[src/rtl/nextpc_pkg.sv]
// Package: shared opcode values and branch kinds for the next-PC unit.
// Assumes the primary opcode sits in the top six bits of the word.
package nextpc_pkg;
    localparam int OPC_W = 6;
    localparam logic [OPC_W-1:0] OPC_BR_EQ = 6'b000100;
    localparam logic [OPC_W-1:0] OPC_BR_NE = 6'b000101;

    typedef enum logic [1:0] {
        BK_NONE = 2'd0,
        BK_EQ   = 2'd1,
        BK_NE   = 2'd2
    } br_kind_e;
endpackage

[src/rtl/nextpc_decode.sv]
// Module: nextpc_decode
// Decodes the primary opcode, compares the two operand bit patterns and
// raises the taken flag. A word in a delay slot never raises it.
// Assumes the operands belong to the word currently presented.
module nextpc_decode
    import nextpc_pkg::*;
#(
    parameter int XLEN  = 32,
    parameter int OFF_W = 16
) (
    input  logic [XLEN-1:0]  word_i,
    input  logic [XLEN-1:0]  lhs_i,
    input  logic [XLEN-1:0]  rhs_i,
    input  logic             in_slot_i,
    output br_kind_e         kind_o,
    output logic [OFF_W-1:0] offset_o,
    output logic             taken_o
);
    localparam int OPC_LSB = XLEN - OPC_W;

    logic [OPC_W-1:0] opcode;
    logic             same_bits;

    assign opcode   = word_i[XLEN-1:OPC_LSB];
    assign offset_o = word_i[OFF_W-1:0];

    // Map the opcode onto a branch kind.
    always_comb begin
        unique case (opcode)
            OPC_BR_EQ: kind_o = BK_EQ;
            OPC_BR_NE: kind_o = BK_NE;
            default:   kind_o = BK_NONE;
        endcase
    end

    // Raw bit-pattern comparison, no numeric interpretation.
    always_comb begin
        same_bits = (lhs_i == rhs_i);
    end

    // Taken when the kind's condition holds outside a delay slot.
    always_comb begin
        case (kind_o)
            BK_EQ:   taken_o = same_bits  && !in_slot_i;
            BK_NE:   taken_o = !same_bits && !in_slot_i;
            default: taken_o = 1'b0;
        endcase
    end
endmodule

[src/rtl/nextpc_target.sv]
// Module: nextpc_target
// Forms the sequential address (pc+4) and the branch target
// (pc+4 + sign-extended word offset times four), both wrapping.
// Assumes OFF_W + 2 <= XLEN.
module nextpc_target #(
    parameter int XLEN  = 32,
    parameter int OFF_W = 16
) (
    input  logic [XLEN-1:0]  pc_i,
    input  logic [OFF_W-1:0] offset_i,
    output logic [XLEN-1:0]  seq_o,
    output logic [XLEN-1:0]  target_o
);
    localparam int EXT_W = XLEN - OFF_W - 2;
    localparam logic [XLEN-1:0] WORD_BYTES = XLEN'(4);

    logic [XLEN-1:0] byte_disp;

    // Sign-extend the offset and scale words to bytes.
    always_comb begin
        byte_disp = {{EXT_W{offset_i[OFF_W-1]}}, offset_i, 2'b00};
    end

    // Slot address and target, modulo 2^XLEN.
    always_comb begin
        seq_o    = pc_i + WORD_BYTES;
        target_o = seq_o + byte_disp;
    end
endmodule

[src/rtl/nextpc_seq.sv]
// Module: nextpc_seq
// Holds the PC and the pending redirect. On an advance it applies a
// pending redirect first, else records a new one and steps to the slot.
// Assumes taken_i is already low when a redirect is pending.
module nextpc_seq #(
    parameter int              XLEN     = 32,
    parameter logic [XLEN-1:0] RESET_PC = 32'h0040_0000
) (
    input  logic            clk,
    input  logic            reset_n,
    input  logic            advance_i,
    input  logic            taken_i,
    input  logic [XLEN-1:0] seq_i,
    input  logic [XLEN-1:0] target_i,
    output logic [XLEN-1:0] pc_o,
    output logic            pending_o,
    output logic [XLEN-1:0] pend_tgt_o
);
    // PC update: redirect, slot step or sequential step.
    always_ff @(posedge clk) begin
        if (!reset_n) begin
            pc_o <= RESET_PC;
        end else if (advance_i) begin
            pc_o <= pending_o ? pend_tgt_o : seq_i;
        end
    end

    // Pending redirect: armed by a taken branch, cleared when applied.
    always_ff @(posedge clk) begin
        if (!reset_n) begin
            pending_o  <= 1'b0;
            pend_tgt_o <= '0;
        end else if (advance_i) begin
            pending_o <= taken_i && !pending_o;
            if (taken_i && !pending_o) begin
                pend_tgt_o <= target_i;
            end
        end
    end
endmodule

[src/rtl/nextpc_unit.sv]
// Module: nextpc_unit (top)
// Next-fetch-address unit with one branch delay slot. Connects the
// decoder, the target adder and the PC/pending register stage.
// Assumes the word and operands presented match the current pc_o.
module nextpc_unit
    import nextpc_pkg::*;
#(
    parameter int              XLEN     = 32,
    parameter int              OFF_W    = 16,
    parameter logic [XLEN-1:0] RESET_PC = 32'h0040_0000
) (
    input  logic            clk,
    input  logic            reset_n,
    input  logic            advance_i,
    input  logic [XLEN-1:0] instr_i,
    input  logic [XLEN-1:0] rs_val_i,
    input  logic [XLEN-1:0] rt_val_i,
    output logic [XLEN-1:0] pc_o,
    output logic            taken_o,
    output logic [XLEN-1:0] target_o
);
    br_kind_e         kind;
    logic [OFF_W-1:0] offset;
    logic [XLEN-1:0]  seq_addr;
    logic             pending;
    logic [XLEN-1:0]  pend_tgt;

    nextpc_decode #(.XLEN(XLEN), .OFF_W(OFF_W)) u_decode (
        .word_i    (instr_i),
        .lhs_i     (rs_val_i),
        .rhs_i     (rt_val_i),
        .in_slot_i (pending),
        .kind_o    (kind),
        .offset_o  (offset),
        .taken_o   (taken_o)
    );

    nextpc_target #(.XLEN(XLEN), .OFF_W(OFF_W)) u_target (
        .pc_i     (pc_o),
        .offset_i (offset),
        .seq_o    (seq_addr),
        .target_o (target_o)
    );

    nextpc_seq #(.XLEN(XLEN), .RESET_PC(RESET_PC)) u_seq (
        .clk        (clk),
        .reset_n    (reset_n),
        .advance_i  (advance_i),
        .taken_i    (taken_o),
        .seq_i      (seq_addr),
        .target_i   (target_o),
        .pc_o       (pc_o),
        .pending_o  (pending),
        .pend_tgt_o (pend_tgt)
    );
endmodule

[config.mk]
export PLATFORM = sky130hd
export DESIGN_NAME = nextpc_unit
export DESIGN_NICKNAME = d
export VERILOG_FILES = /design/src/rtl/nextpc_pkg.sv /design/src/rtl/nextpc_decode.sv /design/src/rtl/nextpc_target.sv /design/src/rtl/nextpc_seq.sv /design/src/rtl/nextpc_unit.sv
export SDC_FILE = /design/constraint.sdc
export NUM_CORES = 1
export LEC_CHECK = 0
export BUFFER_PORTS_ARGS = -buffer_cell sky130_fd_sc_hd__buf_4
export CAP_MARGIN = 20
export CORE_MARGIN = 2
export CORE_UTILIZATION = 48
export DETAILED_ROUTE_END_ITERATION = 16
export MAX_ROUTING_LAYER = met4
export PLACE_DENSITY = 0.89
export SYNTH_ARGS = -nofsm -noshare
export SYNTH_HDL_FRONTEND = slang
export SYNTH_HIERARCHICAL = 1
export SYNTH_SLANG_ARGS = --single-unit
[constraint.sdc]
create_clock -name clk -period 3.3 [get_ports clk]
set_input_delay 0.495 -clock clk [delete_from_list [all_inputs] [get_ports clk]]
set_output_delay 0.495 -clock clk [all_outputs]
set_load 0.005 [all_outputs]
==> results of run 1 <==
==> stage by stage <==
stage / worst slack, ps / setup TNS (ps)
CTS: -684 / -7080
detailed placement: -424 / -5810
floorplan: -4.44 / -4.44
global placement: -356 / -3540
==> repair_timing <==
| action | CTS |
|---|---|
| pin swaps | 78 |
| endpoints found under the setup margin | 35 |
| resized for setup | 212 |
| buffers inserted | 78 |
| hold buffers | 0 |
==> metal layers <==
| metal | track usage | GRT overflow |
|---|---|---|
| met1 | 0.620 | 0 |
| met4 | 0.702 | 8 |
| met5 | - | - |
| met3 | 0.339 | 0 |
| met2 | 0.890 | 5 |
==> flow_metrics.py, run 1 <==
metrics = {
    "clock_network": {
        "cts_buffer_depth": 2,
        "cts-htree-levels": 3,
        "clk_root_buffer_cell": "clkbuf_16",
        "clock_sinks": 65,
        "cts_made_buffers": 9,
    },
    "logic_synthesis": {
        "syn_area_sq_um": 5550,
        "syn_inst": 700,
        "avgSynthCellArea_sq_um": 7.92,
        "ys_warn_count": 6,
        "synth_nets": 834,
    },
    "floorplan": {
        "initial_utilization": 0.488,
        "io_pins": 164,
        "die_h_microns": 111,
        "die_w_microns": 111,
        "num_rows": 39,
    },
    "placement": {
        "postPlaceCellArea_sq_um": 7700,
        "port_buffers": 153,
        "place_inst": 1095,
        "hpwlAfterDp_microns": 13500,
        "globalplace.congestion": 0.934,
    },
    "grt": {
        "gr-total-overflow": 13,
        "grt_max_degree": 99,
        "gr-usage-all-layers": 0.649,
    },
    "sta": {
        "worst_path_end_type": "top-level output",
        "worst_endpoint": "target_o[30]",
    },
    "status": {
        "lastStage": "5_1_grt",
        "outcome": "aborted with a tool error",
        "stop_error": "[ERROR GRT-0232] Routing congestion too high. Check the congestion heatmap in the GUI.",
    },
}
==> run 2: changes to the inputs <==
--- a/config.mk
+++ b/config.mk
@@ -8,10 +8,9 @@
 export BUFFER_PORTS_ARGS = -buffer_cell sky130_fd_sc_hd__buf_4
 export CAP_MARGIN = 20
 export CORE_MARGIN = 2
-export CORE_UTILIZATION = 48
+export CORE_UTILIZATION = 40
 export DETAILED_ROUTE_END_ITERATION = 16
-export MAX_ROUTING_LAYER = met4
-export PLACE_DENSITY = 0.89
+export PLACE_DENSITY_LB_ADDON = 0.15
 export SYNTH_ARGS = -nofsm -noshare
 export SYNTH_HDL_FRONTEND = slang
 export SYNTH_HIERARCHICAL = 1
==> constraint.sdc (replaced) <==
create_clock -name clk -period 4.29 [get_ports clk]
set_input_delay 0.6435 -clock clk [delete_from_list [all_inputs] [get_ports clk]]
set_output_delay 0.6435 -clock clk [all_outputs]
set_load 0.005 [all_outputs]
==> flow_metrics.py, run 2 <==
metrics = {
    "pwr": {
        "swShare": 0.304,
        "peakVddDrop_mv": 0.159,
        "powerDensity_nw_per_um2": 279,
        "p_int_uw": 1480,
        "pwr-share-comb": 0.339,
        "seqPwrFrac": 0.306,
        "p_switching_uw": 647,
        "leakagePower_uw": 0.00319,
        "clkPwrFrac": 0.355,
    },
    "routing": {
        "wl_met1_microns": 7100,
        "drt_first_pass_iters": 5,
        "via_count": 5597,
        "drt_iter0_drc": 302,
        "topRoutingLayerUsed": "met4",
        "wl_met2_microns": 8610,
        "routedWlPerCell_microns": 16.3,
        "antenna_left": 0,
        "drt_wl_total_microns": 16900,
        "drc_errors": 0,
        "avgViaCountPerCell": 5.40,
        "route.met3.wl_microns": 886,
    },
    "final_layout": {
        "layout-drive-gt1-share": 0.338,
        "mostFrequentLayoutCells": "buf_4, nand2_1, mux2i_1, a21oi_1, dfxtp_1",
        "stdcell_area_sq_um": 7610,
        "num-nets-final": 985,
        "fillers": 1298,
        "syn2layout_area_growth_pct": 37.2,
        "mostFrequentLayoutCell": "buf_4",
        "antenna_cells": 0,
        "top_regs": "u_seq/pc_o (32), u_seq/pend_tgt_o (32), u_seq/pending_o (1)",
        "final_util": 0.555,
    },
    "sta": {
        "finalHoldViolCount": 0,
        "setup_viol": 0,
        "fmax_mhz": 237,
        "tightest_slew_ps": 912,
        "grt_setup_unrepaired": "yes",
        "fin_crit_sh": 0.984,
        "clock_skew_ps": 5.61,
        "period_needed_ps": 4220,
        "finalMaxSlewViolations": 0,
        "maxSlewHeadroom": 0.392,
    },
    "grt": {
        "grt_pass1_vias": 5318,
        "gr-usage-all-layers": 0.219,
        "grt_max_degree": 99,
        "antenna_found_initial": 0,
        "gr-total-overflow": 0,
        "grt_pass1_wl_microns": 25700,
    },
    "logic_synthesis": {
        "syn_inst": 700,
        "syn_area_sq_um": 5550,
        "avgSynthCellArea_sq_um": 7.92,
        "ys_warn_count": 6,
        "synth_nets": 834,
    },
    "worst_setup_path": {
        "required_ps": 3650,
        "critPathSlowestCell": "dfxtp_2",
        "cp_slowest_stage_delay_ps": 360,
        "path_max_fanout": 5,
        "worst_setup_path_end_kind": "output port",
        "worst_ep_arrival_time_ps": 3580,
        "cp-start-kind": "flop",
        "path_cells": "nand4_4 > nor4_4 > buf_4 > nand3b_1 > nor2_1 > xor2_1 > ha_2 > a21o_1 > a211o_1 > nand3b_1 > or3b_4 > xor2_2 > buf_4",
        "crit_type": "flop to output port",
    },
    "clock_network": {
        "clock_sinks": 65,
        "cts_hold_buf": 0,
        "cts_made_buffers": 9,
        "cts_buffer_depth": 2,
        "insertion_delay_ps": 330,
        "path_clk_slew_ps": 50,
        "clk_root_buffer_cell": "clkbuf_16",
        "cts-htree-levels": 3,
        "cts_tree": "built",
    },
    "placement": {
        "globalplace.congestion": 0.861,
        "postPlaceCellArea_sq_um": 6770,
        "hpwlAfterDp_microns": 12600,
        "port_buffers": 153,
    },
    "floorplan": {
        "io_pins": 164,
        "num_rows": 43,
        "die_h_microns": 122,
        "fp.dieArea_sq_um": 14800,
        "initial_utilization": 0.404,
        "core-area_sq_um": 13700,
        "die_w_microns": 122,
    },
    "status": {
        "outcome": "finished clean",
    },
    "min_path": {
        "hold_path_class": "flop to flop",
    },
    "run": {
        "drv_cap": 0,
    },
}
-- run 2: stage by stage --
| step | std cells | hold WS [ps] | worst slack (ps) | setup TNS (ps) | total power [uW] |
|---|---|---|---|---|---|
| after floorplan | 700 | 434 | 683 | 0 | 1030 |
| after global placement | 1003 | 442 | 145 | 0 | 1310 |
| after detailed placement | 1003 | 452 | 123 | 0 | 1320 |
| after CTS | 1021 | 459 | -30.1 | -30.1 | 2090 |
| after global routing | 1036 | 477 | -89.2 | -290 | 2230 |
| final | 1036 | 456 | 68.2 | 0 | 2130 |
-- run 2: power by group through the flow --
stage	Sequential, uW	Combinational, uW	Clock [uW]
floorplan	660	370	0
global placement	659	650	0
detailed placement	660	658	0
CTS	648	672	769
global route	653	784	796
finish	651	720	755
-- run 2: worst max-delay path: cells and delay by family, from the launching register on --
family          cells  cell delay [ps]
simple gates        6             1290
xor+xnor            2              470
compound gates      2              430
flops               1              360
fa+ha+maj           1              360
buf+inv             2              330
-- run 2: worst paths after layout --
path                             from              endpoint  slack, ps  depth (start not counted)
hold reg to reg   u_seq/pend_tgt_o[6]   u_seq/pend_tgt_o[6]        460                          2
hold / removal    u_seq/pend_tgt_o[6]   u_seq/pend_tgt_o[6]        460                          2
setup / recovery        u_seq/pc_o[8]          target_o[31]         70                         13
setup reg to reg        u_seq/pc_o[8]  u_seq/pend_tgt_o[31]        770                         15
-- run 2: per-layer routing --
layer  vias to the layer above  global-route usage
met1                      2632               0.263
li1                       2771                   -
met5                         -                   0
met3                        28              0.0510
met4                         0              0.0603
met2                       166               0.389
-- run 2: final cells by class --
type / count / area, sq um / share of cell area
Sequential cell: 65 / 1320 / 0.173
Clock buffer: 14 / 274 / 0.0360
Inverter: 9 / 33.8 / 0.00444
Clock inverter: 2 / 35.0 / 0.00460
Timing Repair Buffer: 196 / 1500 / 0.197
Tap cell: 180 / 225 / 0.0296
Multi-Input combinational cell: 570 / 4230 / 0.555
-- run 2: what timing repair did --
item / 4_1_cts / 5_1_grt
setup buffers: 2 / 14
pin swaps: 2 / 19
resized for setup: 28 / 61
setup endpoints to repair: 14 / 16
No activity file was read; power rests on OpenSTA's default activity.
==> run 3: changes to the inputs <==
==> constraint.sdc (replaced) <==
create_clock -name clk -period 4.3 [get_ports clk]
set_input_delay 0.645 -clock clk [delete_from_list [all_inputs] [get_ports clk]]
set_output_delay 0.645 -clock clk [all_outputs]
set_load 0.005 [all_outputs]
==> flow_metrics.py, run 3 (same netlist as run 2, synthesis figures left out) <==
metrics = {
    "clock_network": {
        "cts-htree-levels": 3,
        "cts_made_buffers": 9,
        "cts_hold_buf": 0,
        "cts_buffer_depth": 2,
        "path_clk_slew_ps": 50,
        "clock_sinks": 65,
        "cts_tree": "built",
        "clk_root_buffer_cell": "clkbuf_16",
        "insertion_delay_ps": 330,
    },
    "sta": {
        "timing.hold.ws_ps": 459,
        "tightest_slew_ps": 892,
        "clock_skew_ps": 9.85,
        "period_needed_ps": 4220,
        "fin_crit_sh": 0.980,
        "grt_setup_unrepaired": "yes",
        "setup_viol": 0,
        "finalHoldViolCount": 0,
        "finalMaxSlewViolations": 0,
        "maxSlewHeadroom": 0.406,
        "fmax_mhz": 237,
    },
    "worst_setup_path": {
        "r2r_end": "u_seq/pend_tgt_o[22]",
        "path_cells": "nand2_1 > nor4_4 > buf_4 > nand3b_1 > nor3_2 > xor2_1 > ha_2 > a21o_1 > a21o_1 > a211o_1 > nand3b_1 > or3b_1 > xor2_2 > buf_4",
        "rr_worst_depth": 19,
        "worst_setup_path_end_kind": "output port",
        "reg2reg_slack_ps": 420,
        "cp-start-kind": "flop",
        "setup.worst_path.start": "u_seq/pc_o[3]",
        "required_ps": 3650,
        "path_buf_inv": 2,
        "crit_type": "flop to output port",
        "r2r_start": "u_seq/pc_o[9]",
        "worst_ep_arrival_time_ps": 3570,
        "cp_slowest_stage_delay_ps": 410,
        "path_max_fanout": 7,
        "critPathSlowestCell": "dfxtp_2",
        "cp_top_family": "simple AND/OR/NAND/NOR gates",
        "crit_cells": 14,
    },
    "floorplan": {
        "core-area_sq_um": 13700,
        "die_h_microns": 122,
        "initial_utilization": 0.404,
        "die_w_microns": 122,
        "num_rows": 43,
        "io_pins": 164,
        "fp.dieArea_sq_um": 14800,
    },
    "min_path": {
        "holdPathStages": 2,
        "worstHoldStart": "u_seq/pend_tgt_o[31]",
        "holdPathEnd": "u_seq/pend_tgt_o[31]",
        "hold_path_class": "flop to flop",
    },
    "placement": {
        "place_inst": 1000,
        "postPlaceCellArea_sq_um": 6740,
        "port_buffers": 153,
        "hpwlAfterDp_microns": 12600,
        "globalplace.congestion": 0.927,
    },
    "pwr": {
        "p_int_uw": 1490,
        "swShare": 0.303,
        "peakVddDrop_mv": 0.239,
        "clkPwrFrac": 0.366,
        "leakagePower_uw": 0.00313,
        "power_uw": 2140,
        "p_switching_uw": 649,
        "seqPwrFrac": 0.304,
        "pwr-share-comb": 0.331,
        "powerDensity_nw_per_um2": 287,
    },
    "final_layout": {
        "antenna_cells": 0,
        "mostFrequentLayoutCell": "buf_4",
        "top_regs": "u_seq/pc_o (32), u_seq/pend_tgt_o (32), u_seq/pending_o (1)",
        "finalNonFillerCells": 1030,
        "fillers": 1335,
        "final_util": 0.544,
        "mostFrequentLayoutCells": "buf_4, nand2_1, mux2i_1, a21oi_1, dfxtp_1",
        "stdcell_area_sq_um": 7470,
        "layout-drive-gt1-share": 0.321,
        "syn2layout_area_growth_pct": 34.7,
        "num-nets-final": 980,
    },
    "routing": {
        "drt_wl_total_microns": 16700,
        "drc_errors": 0,
        "avgViaCountPerCell": 5.41,
        "routedWlPerCell_microns": 16.2,
        "drt_iter0_drc": 311,
        "drt_first_pass_iters": 5,
        "via_count": 5570,
        "antenna_left": 0,
    },
    "grt": {
        "grt_max_degree": 99,
        "grt_pass1_wl_microns": 25800,
        "antenna_found_initial": 0,
        "gr-total-overflow": 0,
        "gr-usage-all-layers": 0.219,
        "grt_pass1_vias": 5271,
    },
    "status": {
        "outcome": "finished clean",
    },
    "run": {
        "drv_cap": 0,
    },
}
[run 3: timing repair]
action | 4_1_cts | 5_1_grt
setup buffers | 7 | 7
gates cloned | 0 | 0
resized for setup | 29 | 43
setup endpoints to repair | 14 | 16
pin swaps | 3 | 13
[run 3: area by class of cell]
cell class                 instances  area, sq um  share of cell area
tap                              180          225              0.0302
clock inverter                     3         65.1             0.00871
timing repair buffer             191         1450               0.194
clock buffer                      12          246              0.0330
multi-input combinational        570         4140               0.554
sequential                        65         1310               0.176
inverter                           9         33.8             0.00452
[run 3: worst reg2reg max path, stage by stage (launching register included)]
cell and delay, ps:
dfxtp_2 380, and3_2 200, nand3_1 170, nor3_2 230
xor2_1 270, ha_2 390, a21oi_2 200, a21boi_0 150
o31ai_2 320, nand3b_1 210, a21boi_1 220, xnor2_1 140
buf_4 150, buf_4 110, buf_4 120, buf_4 120
buf_4 120, buf_4 120, nand2_1 50, mux2i_1 80
[run 3: power by group through the flow]
stage | registers [uW] | logic [uW] | clock network [uW]
after detailed placement | 659 | 658 | 0
after CTS | 648 | 682 | 795
after global placement | 658 | 648 | 0
final | 649 | 707 | 783
after floorplan | 659 | 370 | 0
after global routing | 653 | 774 | 823
[run 3: through the flow]
step	setup slack [ps]	setup TNS, ps
floorplan	691	0
global placement	118	0
detailed placement	57.3	0
CTS	0.695	0
global route	-67.5	-180
finish	84.5	0
[run 3: per-layer routing]
| metal | routed length (microns) | GRT usage | vias up |
|---|---|---|---|
| li1 | - | - | 2770 |
| met1 | 7190 | 0.273 | 2623 |
| met2 | 8400 | 0.379 | 157 |
| met3 | 831 | 0.0435 | 20 |
| met4 | 296 | 0.0682 | 0 |
| met5 | 0 | 0 | - |
[run 3: worst max path at each step]
stage | slack [ps] | endpoint
after floorplan | 690 | target_o[31]
after global placement | 120 | target_o[22]
after detailed placement | 60 | target_o[29]
after CTS | 0.7 | target_o[31]
after global routing | -70 | target_o[31]
final | 80 | target_o[31]
==> run 4: changes to the inputs <==
--- a/config.mk
+++ b/config.mk
@@ -7,7 +7,7 @@
 export LEC_CHECK = 0
 export BUFFER_PORTS_ARGS = -buffer_cell sky130_fd_sc_hd__buf_4
 export CAP_MARGIN = 20
-export CORE_MARGIN = 2
+export CORE_MARGIN = 4
 export CORE_UTILIZATION = 40
 export DETAILED_ROUTE_END_ITERATION = 16
 export PLACE_DENSITY_LB_ADDON = 0.15
==> flow_metrics.py, run 4 (same netlist as run 2, synthesis figures left out) <==
metrics = {
    "routing": {
        "drt_iter0_drc": 262,
        "routedWlPerCell_microns": 16.6,
        "antenna_left": 0,
        "drc_errors": 0,
        "drt_wl_total_microns": 16800,
        "drt_first_pass_iters": 5,
        "avgViaCountPerCell": 5.30,
        "via_count": 5371,
    },
    "sta": {
        "finalHoldViolCount": 0,
        "clock_skew_ps": 5.44,
        "tightest_slew_ps": 880,
        "setup_viol": 0,
        "fin_crit_sh": 0.976,
        "finalMaxSlewViolations": 0,
        "maxSlewHeadroom": 0.413,
        "period_needed_ps": 4200,
        "grt_setup_unrepaired": "yes",
        "timing.hold.ws_ps": 456,
        "fmax_mhz": 238,
    },
    "final_layout": {
        "num-nets-final": 966,
        "fillers": 1284,
        "top_regs": "u_seq/pc_o (32), u_seq/pend_tgt_o (32), u_seq/pending_o (1)",
        "antenna_cells": 0,
        "syn2layout_area_growth_pct": 33.9,
        "layout-drive-gt1-share": 0.325,
        "mostFrequentLayoutCell": "buf_4",
        "mostFrequentLayoutCells": "buf_4, nand2_1, mux2i_1, a21oi_1, dfxtp_1",
        "final_util": 0.554,
    },
    "floorplan": {
        "io_pins": 164,
        "num_rows": 42,
        "initial_utilization": 0.414,
        "fp.dieArea_sq_um": 15800,
        "die_w_microns": 126,
        "core-area_sq_um": 13400,
        "die_h_microns": 126,
    },
    "min_path": {
        "worstHoldStart": "u_seq/pend_tgt_o[16]",
        "holdPathEnd": "u_seq/pend_tgt_o[16]",
        "holdPathStages": 2,
        "hold_path_class": "flop to flop",
    },
    "clock_network": {
        "clock_sinks": 65,
        "cts_buffer_depth": 2,
        "cts-htree-levels": 3,
        "clk_root_buffer_cell": "clkbuf_16",
        "path_clk_slew_ps": 50,
        "cts_tree": "built",
        "cts_hold_buf": 0,
        "cts_made_buffers": 9,
        "insertion_delay_ps": 320,
    },
    "worst_setup_path": {
        "r2r_end": "u_seq/pend_tgt_o[30]",
        "path_max_fanout": 8,
        "worst_setup_path_end_kind": "output port",
        "cp-start-kind": "flop",
        "required_ps": 3650,
        "crit_type": "flop to output port",
        "reg2reg_slack_ps": 910,
        "rr_worst_depth": 15,
        "worst_ep_arrival_time_ps": 3550,
        "r2r_start": "u_seq/pc_o[2]",
    },
    "status": {
        "outcome": "finished clean",
    },
    "pwr": {
        "swShare": 0.315,
        "powerDensity_nw_per_um2": 272,
        "leakagePower_uw": 0.00307,
        "peakVddDrop_mv": 0.219,
        "seqPwrFrac": 0.322,
        "clkPwrFrac": 0.332,
        "power_uw": 2020,
        "p_switching_uw": 638,
        "p_int_uw": 1390,
        "pwr-share-comb": 0.346,
    },
    "run": {
        "drv_cap": 0,
    },
    "grt": {
        "gr-total-overflow": 0,
        "gr-usage-all-layers": 0.199,
        "grt_pass1_wl_microns": 26000,
        "antenna_found_initial": 0,
        "grt_pass1_vias": 5301,
        "grt_max_degree": 99,
    },
    "placement": {
        "port_buffers": 153,
        "hpwlAfterDp_microns": 12800,
        "globalplace.congestion": 0.890,
    },
}
run 4: layout make-up:
type / instances / area [sq um] / area share
clock inverters: 3 / 15.0 / 0.00202
multi-input cells: 570 / 4260 / 0.573
inverters: 9 / 33.8 / 0.00455
repair buffers: 177 / 1330 / 0.179
flip-flops and latches: 65 / 1310 / 0.177
clock buffers: 13 / 260 / 0.0350
well taps: 176 / 220 / 0.0296
run 4: per-stage QoR:
| step | setup TNS [ps] | area (sq um) | setup WS [ps] | std cells |
|---|---|---|---|---|
| final | 0 | 7430 | 104 | 1013 |
| after floorplan | 0 | 5550 | 691 | 700 |
| after detailed placement | 0 | 6670 | 71.5 | 988 |
| after CTS | -127 | 7070 | -54.0 | 1007 |
| after global routing | -144 | 7430 | -64.2 | 1013 |
| after global placement | 0 | 6670 | 171 | 988 |
run 4: worst max-delay path by stage:
| stage | startpoint | slack [ps] | depth (start not counted) | end |
|---|---|---|---|---|
| 3_5_place_dp | u_seq/pc_o[8] | 70 | 14 | target_o[31] |
| 5_1_grt | u_seq/pc_o[2] | -60 | 14 | target_o[31] |
| 2_1_floorplan | u_seq/pc_o[12] | 690 | 13 | target_o[31] |
| 3_3_place_gp | u_seq/pc_o[8] | 170 | 12 | target_o[31] |
| 4_1_cts | u_seq/pc_o[6] | -50 | 13 | target_o[22] |
| 6_report | u_seq/pc_o[2] | 100 | 14 | target_o[31] |
run 4: repair_timing:
action | CTS | global route
resized for setup | 24 | 68
pin swaps | 2 | 11
gates cloned | 0 | 0
setup endpoints to repair | 14 | 16
endpoints found under the hold margin | 0 | 0
setup buffers | 3 | 6
run 4: power by group through the flow:
stage                     sequential [uW]  combinational (uW)  clock (uW)
after floorplan                       659                 370           0
after global placement                659                 642           0
after detailed placement              660                 650           0
after CTS                             648                 667         691
after global routing                  655                 769         730
final                                 652                 700         671
run 4: worst max-delay path, stage by stage, from the launching register on:
cell and delay [ps]:
dfxtp_2 400, nand2_1 110, nor4_4 250, buf_4 190, nand3b_1 250, nor3_2 230
xor2_1 130, ha_1 220, a21o_1 210, a21o_1 190, a211o_1 300, nand3b_1 150
or3b_4 270, xor2_2 180, buf_4 140
run 4: metal layers:
layer,track usage,routed length (microns),vias to the layer above
met1,0.236,6870,2490
met2,0.360,8810,121
li1,-,-,2738
met5,0,0,-
met4,0.0511,312,0
met3,0.0491,790,22
